### config.mk
export PLATFORM = sky130hd
export DESIGN_NAME = nic_csr_bank
export DESIGN_NICKNAME = d
export VERILOG_FILES = /design/src/rtl/nic_csr_pkg.sv /design/src/rtl/nic_csr_status.sv /design/src/rtl/nic_csr_config.sv /design/src/rtl/nic_csr_bank.sv
export SDC_FILE = /design/constraint.sdc
export NUM_CORES = 1
export LEC_CHECK = 0
export ABC_AREA = 1
export BUFFER_PORTS_ARGS = -buffer_cell sky130_fd_sc_hd__buf_2
export CAP_MARGIN = 25
export CORE_ASPECT_RATIO = 1.5
export CORE_MARGIN = 4
export CORE_UTILIZATION = 30
export DETAILED_ROUTE_END_ITERATION = 10
export GPL_TIMING_DRIVEN = 0
export PLACE_DENSITY = 0.51
export SLEW_MARGIN = 10
export SYNTH_ARGS = -nofsm -noshare
export SYNTH_HDL_FRONTEND = slang
export SYNTH_SLANG_ARGS = --single-unit
### constraint.sdc
create_clock -name clk -period 2.5 [get_ports clk]
set_input_delay 0.125 -clock clk [delete_from_list [all_inputs] [get_ports clk]]
set_output_delay 0.125 -clock clk [all_outputs]
set_load 0.02 [all_outputs]
### src/rtl/nic_csr_pkg.sv
package nic_csr_pkg;
    localparam int DATA_W = 16;
    localparam int SEL_W  = 2;
    localparam int NFLAG  = 7;

    localparam int B_ERR  = 15;
    localparam int B_FLG  = 8;
    localparam int B_INTR = 7;
    localparam int B_INEA = 6;
    localparam int B_RXON = 5;
    localparam int B_TXON = 4;
    localparam int B_TDMD = 3;
    localparam int B_STOP = 2;
    localparam int B_STRT = 1;
    localparam int B_INIT = 0;

    // flag index: 6 babble, 5 heartbeat, 4 miss, 3 memerr, 2 rx, 1 tx, 0 init done
    localparam logic [NFLAG-1:0] ERR_MASK  = 7'b111_1000;
    localparam logic [NFLAG-1:0] INTR_MASK = 7'b101_1111;

    typedef enum logic [0:0] {RUN_HALTED, RUN_ACTIVE} run_state_e;
    typedef enum logic [SEL_W-1:0] {SEL_CSR, SEL_ADDR_LO, SEL_ADDR_HI, SEL_MODE} reg_sel_e;
endpackage

### src/rtl/nic_csr_status.sv
module nic_csr_status
    import nic_csr_pkg::*;
(
    input  logic              clk,
    input  logic              rst_n,
    input  logic              wr_en,
    input  logic [DATA_W-1:0] wdata,
    input  logic [NFLAG-1:0]  ev_flags,
    input  logic              rx_up,
    input  logic              tx_up,
    output logic [DATA_W-1:0] csr_val,
    output logic              irq,
    output logic              start_strobe,
    output logic              stop_strobe,
    output logic              init_strobe,
    output logic              tdmd_strobe
);
    logic [NFLAG-1:0] flag_q;
    logic             inea_q, rxon_q, txon_q, strt_q, init_q;
    logic             err_sum, intr_sum;
    logic             stop_wr, go_wr;
    run_state_e       state_q, state_d;

    assign stop_wr = wr_en & wdata[B_STOP];
    assign go_wr   = wr_en & ~wdata[B_STOP] & (wdata[B_STRT] | wdata[B_INIT]);

    // event flags: set wins over write-1 clear
    for (genvar i = 0; i < NFLAG; i++) begin : g_flag
        always_ff @(posedge clk or negedge rst_n) begin
            if (!rst_n)
                flag_q[i] <= 1'b0;
            else if (ev_flags[i])
                flag_q[i] <= 1'b1;
            else if (wr_en && wdata[B_FLG+i])
                flag_q[i] <= 1'b0;
        end

        p_event_wins_r9: assert property (@(posedge clk) disable iff (!rst_n)
            ev_flags[i] |=> flag_q[i]);
        p_clear_one_r2: assert property (@(posedge clk) disable iff (!rst_n)
            (wr_en && wdata[B_FLG+i] && !ev_flags[i]) |=> !flag_q[i]);
    end

    // run-control state register
    always_ff @(posedge clk or negedge rst_n) begin
        if (!rst_n) state_q <= RUN_HALTED;
        else        state_q <= state_d;
    end

    // next-state logic
    always_comb begin
        state_d = state_q;
        unique case (state_q)
            RUN_HALTED: if (go_wr)   state_d = RUN_ACTIVE;
            RUN_ACTIVE: if (stop_wr) state_d = RUN_HALTED;
            default:                 state_d = RUN_HALTED;
        endcase
    end

    // output and control-bit process
    always_ff @(posedge clk or negedge rst_n) begin
        if (!rst_n) begin
            inea_q       <= 1'b0;
            rxon_q       <= 1'b0;
            txon_q       <= 1'b0;
            strt_q       <= 1'b0;
            init_q       <= 1'b0;
            start_strobe <= 1'b0;
            stop_strobe  <= 1'b0;
            init_strobe  <= 1'b0;
            tdmd_strobe  <= 1'b0;
        end else begin
            if (wr_en) inea_q <= wdata[B_INEA];
            start_strobe <= go_wr & wdata[B_STRT];
            init_strobe  <= go_wr & wdata[B_INIT];
            stop_strobe  <= stop_wr;
            tdmd_strobe  <= wr_en & wdata[B_TDMD];
            if (stop_wr) begin
                rxon_q <= 1'b0;
                txon_q <= 1'b0;
                strt_q <= 1'b0;
                init_q <= 1'b0;
            end else begin
                if (rx_up && state_q == RUN_ACTIVE) rxon_q <= 1'b1;
                if (tx_up && state_q == RUN_ACTIVE) txon_q <= 1'b1;
                if (go_wr && wdata[B_STRT]) strt_q <= 1'b1;
                if (go_wr && wdata[B_INIT]) init_q <= 1'b1;
            end
        end
    end

    assign err_sum  = |(flag_q & ERR_MASK);
    assign intr_sum = |(flag_q & INTR_MASK);
    assign irq      = intr_sum & inea_q;

    assign csr_val = {err_sum, flag_q, intr_sum, inea_q, rxon_q, txon_q, 1'b0,
                      (state_q == RUN_HALTED), strt_q, init_q};

    p_stop_clears_r8: assert property (@(posedge clk) disable iff (!rst_n)
        stop_wr |=> (csr_val[B_STOP] && !strt_q && !init_q && !rxon_q && !txon_q && stop_strobe));
    p_go_leaves_halt_r8: assert property (@(posedge clk) disable iff (!rst_n)
        go_wr |=> (!csr_val[B_STOP] && !stop_strobe));
    p_err_follows_r3: assert property (@(posedge clk) disable iff (!rst_n)
        (|(ev_flags & ERR_MASK)) |=> csr_val[B_ERR]);
    p_intr_follows_r4: assert property (@(posedge clk) disable iff (!rst_n)
        (|(ev_flags & INTR_MASK)) |=> csr_val[B_INTR]);
    p_irq_masked_r5: assert property (@(posedge clk) disable iff (!rst_n)
        (wr_en && !wdata[B_INEA]) |=> !irq);
    p_tdmd_pulse_r7: assert property (@(posedge clk) disable iff (!rst_n)
        (wr_en && wdata[B_TDMD]) |=> tdmd_strobe);
    p_rxon_halted_r6: assert property (@(posedge clk) disable iff (!rst_n)
        (state_q == RUN_HALTED && !go_wr) |=> !rxon_q && !txon_q);
    p_strobe_excl_r8: assert property (@(posedge clk) disable iff (!rst_n)
        $onehot0({stop_strobe, start_strobe}));
endmodule

### src/rtl/nic_csr_config.sv
module nic_csr_config
    import nic_csr_pkg::*;
#(
    parameter int LO_W   = 16,
    parameter int HI_W   = 8,
    parameter int MODE_W = 3
) (
    input  logic              clk,
    input  logic              rst_n,
    input  logic              wr_lo,
    input  logic              wr_hi,
    input  logic              wr_mode,
    input  logic [DATA_W-1:0] wdata,
    output logic [LO_W-1:0]   addr_lo,
    output logic [HI_W-1:0]   addr_hi,
    output logic [MODE_W-1:0] mode
);
    always_ff @(posedge clk or negedge rst_n) begin
        if (!rst_n) begin
            addr_lo <= '0;
            addr_hi <= '0;
            mode    <= '0;
        end else begin
            if (wr_lo)   addr_lo <= wdata[LO_W-1:0];
            if (wr_hi)   addr_hi <= wdata[HI_W-1:0];
            if (wr_mode) mode    <= wdata[MODE_W-1:0];
        end
    end

    p_addr_hold_r10: assert property (@(posedge clk) disable iff (!rst_n)
        !(wr_lo || wr_hi) |=> ($stable(addr_lo) && $stable(addr_hi)));
    p_mode_hold_r11: assert property (@(posedge clk) disable iff (!rst_n)
        !wr_mode |=> $stable(mode));
    p_mode_load_r11: assert property (@(posedge clk) disable iff (!rst_n)
        wr_mode |=> (mode == $past(wdata[MODE_W-1:0])));
endmodule

### src/rtl/nic_csr_bank.sv
module nic_csr_bank
    import nic_csr_pkg::*;
#(
    parameter int LO_W   = 16,
    parameter int HI_W   = 8,
    parameter int MODE_W = 3,
    localparam int ADDR_W = LO_W + HI_W
) (
    input  logic              clk,
    input  logic              rst_n,
    input  logic              rap_we,
    input  logic [SEL_W-1:0]  rap_wdata,
    input  logic              rdp_we,
    input  logic [DATA_W-1:0] rdp_wdata,
    output logic [DATA_W-1:0] rdp_rdata,
    input  logic [NFLAG-1:0]  ev_flags,
    input  logic              rx_on_evt,
    input  logic              tx_on_evt,
    output logic              irq_o,
    output logic              start_o,
    output logic              stop_o,
    output logic              init_o,
    output logic              tx_demand_o,
    output logic [ADDR_W-1:0] init_blk_addr,
    output logic [MODE_W-1:0] bus_mode
);
    reg_sel_e          sel_q;
    logic [DATA_W-1:0] csr_val;
    logic [LO_W-1:0]   addr_lo;
    logic [HI_W-1:0]   addr_hi;

    always_ff @(posedge clk or negedge rst_n) begin
        if (!rst_n)      sel_q <= SEL_CSR;
        else if (rap_we) sel_q <= reg_sel_e'(rap_wdata);
    end

    nic_csr_status u_status (
        .clk          (clk),
        .rst_n        (rst_n),
        .wr_en        (rdp_we && sel_q == SEL_CSR),
        .wdata        (rdp_wdata),
        .ev_flags     (ev_flags),
        .rx_up        (rx_on_evt),
        .tx_up        (tx_on_evt),
        .csr_val      (csr_val),
        .irq          (irq_o),
        .start_strobe (start_o),
        .stop_strobe  (stop_o),
        .init_strobe  (init_o),
        .tdmd_strobe  (tx_demand_o)
    );

    nic_csr_config #(.LO_W(LO_W), .HI_W(HI_W), .MODE_W(MODE_W)) u_config (
        .clk     (clk),
        .rst_n   (rst_n),
        .wr_lo   (rdp_we && sel_q == SEL_ADDR_LO),
        .wr_hi   (rdp_we && sel_q == SEL_ADDR_HI),
        .wr_mode (rdp_we && sel_q == SEL_MODE),
        .wdata   (rdp_wdata),
        .addr_lo (addr_lo),
        .addr_hi (addr_hi),
        .mode    (bus_mode)
    );

    assign init_blk_addr = {addr_hi, addr_lo};

    always_comb begin
        rdp_rdata = '0;
        unique case (sel_q)
            SEL_CSR:     rdp_rdata = csr_val;
            SEL_ADDR_LO: rdp_rdata = DATA_W'(addr_lo);
            SEL_ADDR_HI: rdp_rdata = DATA_W'(addr_hi);
            SEL_MODE:    rdp_rdata = DATA_W'(bus_mode);
            default:     rdp_rdata = '0;
        endcase
    end

    p_sel_hold_r1: assert property (@(posedge clk) disable iff (!rst_n)
        !rap_we |=> $stable(sel_q));
    p_sel_load_r1: assert property (@(posedge clk) disable iff (!rst_n)
        rap_we |=> (sel_q == $past(rap_wdata)));
endmodule

=== Word-level counts from Yosys, hierarchy flattened ===
Cells that the tools add are included.

* Flip-flop bits (word level): 46
* Word-level logic and storage cells: 89
* Output and inout port bits: 48
* Bits of input ports: 31

* Reductions and logical operators: 29
* Equal/unequal tests: 3
* Mux-type cells: 26
* Bitwise gates (word level): 10

{| class="wikitable"
|+ Operator list
! cell !! number
|-
| $pmux W16 S4 || 1
|-
| $mux W1 || 24
|-
| $reduce_bool A2 Y1 || 11
|-
| $logic_and A1 B1 Y1 || 15
|-
| $and A1 B1 Y1 || 7
|-
| $reduce_or A6 Y1 || 1
|-
| $eq A2 B2 Y1 const B || 2
|-
| $reduce_or A4 Y1 || 1
|-
| $eq A2 B1 Y1 const B || 1
|-
| $logic_not A2 Y1 || 1
|-
| $not A1 Y1 || 2
|-
| $pmux W1 S2 || 1
|-
| $or A1 B1 Y1 || 1
|}

=== Longest topological paths before layout ===
Gate-level depths: netlist of the first run.

* Word-level depth: 7
* Depth in mapped cells: 7
* Mapped depth without buffers: 6

=== By module ===
From an unflattened synthesis of the first run, not the netlist that was laid out.

* Cells, all modules: 277
* Area total of the unflattened synthesis: 2209.6 um^2

{| class="wikitable"
|+ By module, submodules not included
! module !! cells an instance !! instances !! area an instance (um^2) !! seq. area each (um^2)
|-
| nic_csr_config || 115 || 1 || 1056.0 || 675.6
|-
| nic_csr_status || 83 || 1 || 747.0 || 425.4
|-
| nic_csr_bank || 79 || 1 || 406.6 || 50.0
|}

=== Worst setup path before layout of the first run ===
OpenSTA, ideal clock, no wires.

* Path type: register to output
* Start point: register sel_q[1]
* End point: output port rdp_rdata[15]
* Cell stages (with the launch flop): 5
* Buffers on the path: 1
* Slack: 1.101 ns
* Arrival: 1.274 ns
* Data required time: 2.375 ns
* Cells stage by stage: dfrtp_1 > inv_2 > nand2_2 > buf_2 > o21ai_0

* Longest elaborated chain between the ends: 2
* Elaborated cells between the ends (all ways): 5
* Those cells by class: eq/ne: 3; mux: 1; reduce/logical: 1

{| class="wikitable"
|+ RTL lines
! item !! line !! source
|-
| start: declaration || nic_csr_bank.sv:27 || <nowiki>reg_sel_e sel_q;</nowiki>
|-
| start signal: assignment || nic_csr_bank.sv:34 || <nowiki>else if (rap_we) sel_q <= reg_sel_e'(rap_wdata);</nowiki>
|-
| $eq A2 B2 Y1, or another cell as far along || nic_csr_bank.sv:69 || <nowiki>unique case (sel_q)</nowiki>
|-
| $pmux W16 S4 * || nic_csr_bank.sv:69 ||
|-
| end: declaration || nic_csr_bank.sv:15 || <nowiki>output logic [DATA_W-1:0] rdp_rdata,</nowiki>
|}

Every way passes the cells marked *; elsewhere a longest branch is shown, timed or not.

=== Final worst setup path of the first run ===
* Start point: register sel_q[0]
* End point: output port rdp_rdata[6]

The elaborated chain is that of the path after synthesis.

==> results of run 1 <==
-- kinds of logic (layout without fill, tap and decap cells) --
group                  Yosys count  after routing  synth area share (%)
AOI/OAI and AO/OA               52             52                  17.4
buffers and inverters           40            128                  8.97
DFF                             46             46                  53.6
and+or+nand+nor                 97             97                  20.0
-- report_power, final --
part	switching (mW)	total [mW]	internal, mW
clock	0.248	0.472	0.224
sequential	0.104	0.984	0.880
combinational	0.474	0.731	0.257
-- routing by layer --
layer,GRT usage (%),wire length (µm)
met2,28.5,3310
met1,16.1,2340
met4,3.92,77
met3,2.67,287
met5,0,0
-- flip-flops by register name, indices dropped and copies added, names as in the netlist, 2 cells and up --
| name | cells |
|---|---|
| sel_q | 2 |
| u_config.mode | 3 |
| u_status.csr_val | 7 |
| u_config.addr_hi | 8 |
| u_config.addr_lo | 16 |
-- worst max-delay path, delay by kind of cell, from the launching register on --
kind / cells / cell delay, ns
buffers and inverters: 3 / 0.51
DFF: 1 / 0.48
and+or+nand+nor: 3 / 0.42
-- Yosys cell counts --
cell / count
inv_2: 3
a21oi_1: 4
and3_1: 1
buf_4: 1
nand2_4: 2
nand3_1: 9
nor2_1: 14
buf_6: 5
inv_1: 30
nand2_2: 4
o211ai_1: 2
dfrtp_1: 46
or2_2: 1
nand2_1: 60
buf_2: 1
o21ai_0: 15
o21ai_2: 23
nor2_4: 2
o21bai_1: 7
nand4_1: 4
a22o_1: 1
-- worst min-delay path by stage --
stage / endpoint / cells past startpoint
after global routing: u_status.csr_val[14] / 2
after detailed placement: u_status.tdmd_strobe / 1
after global placement: u_status.csr_val[14] / 2
after floorplan: sel_q[0] / 0
after CTS: u_status.csr_val[14] / 2
final: u_status.csr_val[11] / 2
-- per-stage QoR --
step | hold slack [ns] | total power [mW] | worst slack [ns]
after floorplan | -0.171 | 1.45 | 1.10
after global placement | 0.328 | 1.73 | 0.940
after detailed placement | 0.0712 | 1.74 | 0.927
after CTS | 0.0169 | 2.22 | 0.598
after global routing | 0.0190 | 2.33 | 0.511
final | 0.0234 | 2.19 | 0.661
-- cell type report --
| cell class | count | share of cell area, % |
|---|---|---|
| repair buffers | 80 | 15.3 |
| inverters | 33 | 4.49 |
| well taps | 78 | 3.54 |
| multi-input cells | 149 | 29.1 |
| flip-flops and latches | 46 | 41.8 |
| plain buffers | 7 | 2.50 |
| clock buffers | 7 | 3.13 |
| clock inverters | 1 | 0.182 |
==> impl_metrics.py, run 1 <==
metrics = {
    "global_routing": {
        "grt_pass1_vias": 1973,
        "grt_max_degree": 32,
        "grt_first_pass_wirelength_um": 9890,
        "grt-ovfl-total": 0,
        "antenna_found_initial": 0,
        "track_usage_pct": 14.7,
    },
    "clock_network": {
        "path_clk_slew_ns": 0.09,
        "cts.sinks": 46,
        "htreeDepth": 2,
        "clock_latency_ns": 0.29,
        "numCtsBuffers": 5,
        "postCtsHoldBufs": 1,
        "clock_path_buffers": 2,
        "root_buffer": "clkbuf_8",
        "post_cts_resized": 0,
        "cts_setup_buffers": 0,
        "cts_tree": "built",
    },
    "drt": {
        "vias": 1837,
        "drt_first_iter_violations": 98,
        "wl_per_cell_um": 15.0,
        "viasPerCell": 4.58,
        "ant_nets": 0,
        "firstDrtPassIters": 4,
        "routed_wl_um": 6020,
        "drc": 0,
    },
    "timing": {
        "finalCritPeriodShare_pct": 73.6,
        "fmax_ghz": 0.544,
        "min_period_ns": 1.84,
        "finalHoldViolations": 0,
        "tightest_slew_ns": 0.402,
        "slew_headroom_pct": 73.2,
        "rsz0062_at_grt": "false",
        "drv_slew": 0,
        "finalSetupTns_ns": 0,
        "finalClockSkew_ns": 0.00245,
        "setup_viol": 0,
    },
    "floorplanning": {
        "start_util_pct": 31.1,
        "rows": 37,
        "core_area_um2": 6900,
        "io_pins": 79,
        "fp.dieH_um": 112,
        "dieArea_um2": 8600,
        "die_w_um": 77.1,
    },
    "setup_path": {
        "crit_start": "sel_q[0]",
        "worstReg2RegEnd": "u_status.strt_q",
        "critPathSlowestCell": "dfrtp_1",
        "crit_path_max_fanout": 10,
        "start_kind": "register",
        "regToRegSetupSlack_ns": 1.11,
        "arrival_ns": 1.71,
        "cp-end-kind": "primary output",
        "regToRegStartpoint": "sel_q[1]",
        "worstRegToRegCells": 6,
        "crit_end": "rdp_rdata[6]",
        "slowest_delay_ns": 0.48,
        "cp_data_required_time_ns": 2.38,
        "critPathKind": "reg2out",
        "crit_chain": "inv_2 -> nor2_4 -> buf_4 -> nand2_1 -> nand3_1 -> buf_2",
    },
    "layout": {
        "layout.cells.non_filler": 401,
        "ff_latch_area_um2": 1150,
        "area_delta_synth_final_pct": 28.4,
        "drive_above_1_share_pct": 39.6,
        "final_nets": 353,
        "fillers": 731,
        "layout.cells.most_common": "buf_2",
        "multi_input_area_um2": 803,
        "fin_util_pct": 40.0,
        "final_cell_mix": "buf_2, nand2_1, dfrtp_1",
        "antenna_cells": 0,
        "final_design_area_no_fill_um2": 2760,
    },
    "placement": {
        "hpwl_um": 4610,
        "routabilityCongestion": 0.789,
        "port_buffers": 78,
        "post-place-cells": 392,
        "placed_cell_area_um2": 2660,
    },
    "synthesis": {
        "synth_cells": 235,
        "ys_ff_latch": 46,
        "synth_nets": 266,
        "synth_area_per_cell_um2": 9.14,
        "ys.warnings.count": 0,
        "synth_top_area_share_pct": 53.6,
        "synth_area_um2": 2150,
        "synth_cell_types": 21,
        "yosys.area.top_type": "dfrtp_1",
        "yosys-top-cells-area": "dfrtp_1, nand2_1, o21ai_2",
        "yosysSeqAreaShare_pct": 53.6,
    },
    "pwr": {
        "peakVddDrop_uv": 408,
        "powerDensity_nw_per_um2": 793,
        "leakagePower_nw": 1.54,
    },
    "worst_hold_path": {
        "hold_class": "in2reg",
        "min_from": "ev_flags[3]",
    },
    "run_status": {
        "outcome": "finished, final reports clean",
    },
    "flow_run": {
        "maxCapViolCount": 0,
    },
}
(Power assumes the default switching activity.)
==> inputs of run 2 (changes only) <==
Settings changed: PLACE_DENSITY 0.51 to 0.53.
Clock period 2.5 ns to 1.6 ns, I/O delays scaled along.
==> run 2 against run 1 <==
  * Critical path depth down 1
  * Combinational power grew 67%
  * Sequential share of layout area fell by 2.7 points
  * Via count up 4.6%
==> impl_metrics.py, run 2 (synthesis results as in run 1) <==
metrics = {
    "clock_network": {
        "htreeDepth": 2,
        "clock_path_buffers": 2,
        "root_buffer": "clkbuf_8",
        "cts_tree": "built",
        "clock_latency_ns": 0.29,
        "path_clk_slew_ns": 0.09,
        "numCtsBuffers": 5,
        "cts.sinks": 46,
    },
    "layout": {
        "final_nets": 370,
        "antenna_cells": 0,
        "multi_input_area_um2": 816,
        "fin_util_pct": 42.8,
        "layout.cells.most_common": "buf_2",
        "final_cell_mix": "buf_2, nand2_1, dfrtp_1",
        "largest_register_ffs": 16,
        "regMostFlops": "u_config.addr_lo",
        "drive_above_1_share_pct": 41.2,
        "ff_latch_area_um2": 1150,
        "area_delta_synth_final_pct": 37.4,
        "fillers": 720,
    },
    "placement": {
        "routabilityCongestion": 0.729,
        "port_buffers": 78,
        "hpwl_um": 4610,
        "preCtsSetupSlack_ns": 0.0876,
    },
    "timing": {
        "tightest_slew_ns": 0.505,
        "finalClockSkew_ns": 0.00626,
        "rsz0062_at_grt": "true",
        "slew_headroom_pct": 66.4,
        "setup_viol": 0,
        "min_period_ns": 1.53,
        "drv_slew": 0,
        "finalHoldViolations": 0,
        "layout_setup_ws_ns": 0.0740,
        "fmax_ghz": 0.655,
        "finalCritPeriodShare_pct": 95.4,
    },
    "drt": {
        "routed_wl_um": 6250,
        "firstDrtPassIters": 4,
        "viasPerCell": 4.60,
        "drt_first_iter_violations": 51,
        "wl_per_cell_um": 14.9,
        "ant_nets": 0,
        "drc": 0,
        "vias": 1921,
    },
    "setup_path": {
        "critical-path-top-delay-family": "flip-flops",
        "arrival_ns": 1.45,
        "path_buf_inv": 3,
        "slowest_delay_ns": 0.45,
        "worstRegToRegCells": 7,
        "cp_data_required_time_ns": 1.52,
        "worstReg2RegEnd": "u_config.addr_hi[6]",
        "regToRegStartpoint": "sel_q[1]",
        "critPathKind": "reg2out",
        "start_kind": "register",
        "cp-end-kind": "primary output",
        "crit_path_max_fanout": 5,
        "regToRegSetupSlack_ns": 0.21,
        "critPathSlowestCell": "dfrtp_2",
        "crit_chain": "inv_4 -> nand2_4 -> buf_6 -> o211ai_1 -> buf_4",
    },
    "floorplanning": {
        "dieArea_um2": 8600,
        "start_util_pct": 31.1,
        "core_area_um2": 6900,
        "io_pins": 79,
        "fp.dieH_um": 112,
        "rows": 37,
        "die_w_um": 77.1,
    },
    "pwr": {
        "peakVddDrop_uv": 488,
        "powerDensity_nw_per_um2": 1190,
        "leakagePower_nw": 1.63,
    },
    "worst_hold_path": {
        "hold_end": "sel_q[1]",
        "whs_path_depth": 2,
        "hold_class": "in2reg",
        "min_from": "rap_we",
    },
    "flow_run": {
        "maxCapViolCount": 0,
    },
    "global_routing": {
        "antenna_found_initial": 0,
        "grt_first_pass_wirelength_um": 9920,
        "grt-ovfl-total": 0,
        "grt_max_degree": 28,
        "track_usage_pct": 14.7,
        "grt_pass1_vias": 1995,
    },
    "run_status": {
        "outcome": "finished, final reports clean",
    },
}
run 2: area by class of cell:
type,instances,area share [%]
plain buffers,7,2.67
repair buffers,97,19.8
clock buffers,7,2.93
multi-input cells,149,27.7
well taps,78,3.31
inverters,33,4.37
flip-flops and latches,46,39.1
clock inverters,1,0.170
run 2: layer usage:
layer	share of wire (%)	wire length, µm	vias up	GRT usage, %
met5	0	0	-	0
met4	1.2	74	0	4.28
met3	3.7	231	4	2.18
met2	54	3390	52	27.5
met1	41	2550	906	17.1
li1	-	-	959	-
run 2: worst max path at each step:
stage / startpoint / endpoint / slack, ns / cells past startpoint
detailed placement: sel_q[0] / rdp_rdata[7] / 0.09 / 6
finish: sel_q[1] / rdp_rdata[4] / 0.07 / 5
floorplan: sel_q[1] / rdp_rdata[15] / 0.25 / 4
global placement: sel_q[0] / rdp_rdata[9] / 0.09 / 6
CTS: sel_q[1] / rdp_rdata[4] / 0.02 / 5
global route: sel_q[0] / rdp_rdata[4] / -0.01 / 5
run 2: timing repair:
item / in CTS / in global routing
hold endpoints to repair: 28 / 0
resized for setup: 5 / 11
cloned: 0 / 1
pin swaps: 2 / 3
endpoints found under the setup margin: 16 / 14
buffers inserted: 4 / 2
hold buffers: 11 / 0
run 2: power breakdown:
group,internal (mW),leakage (nW),switching [mW]
registers,1.38,0.550,0.165
logic,0.460,1.03,0.765
clock network,0.349,0.0482,0.387
total,2.18,1.63,1.32
run 2: stage by stage:
stage | hold WS [ns] | cells | TNS, ns | cell area, µm² | power, mW
global route | 0.0160 | 418 | -0.0124 | 2950 | 3.72
detailed placement | 0.0731 | 392 | 0 | 2660 | 2.73
global placement | 0.286 | 391 | 0 | 2640 | 2.70
floorplan | -0.216 | 235 | 0 | 2150 | 2.27
finish | 0.00898 | 418 | 0 | 2950 | 3.50
CTS | 0.00418 | 415 | 0 | 2900 | 3.52
run 2: worst reg2reg max path: cells and delay by family, from the launching register on:
kind / cells / cell delay, ns
DFF: 1 / 0.43
buffers and inverters: 3 / 0.41
and+or+nand+nor: 3 / 0.39
AOI/OAI and AO/OA: 1 / 0.04
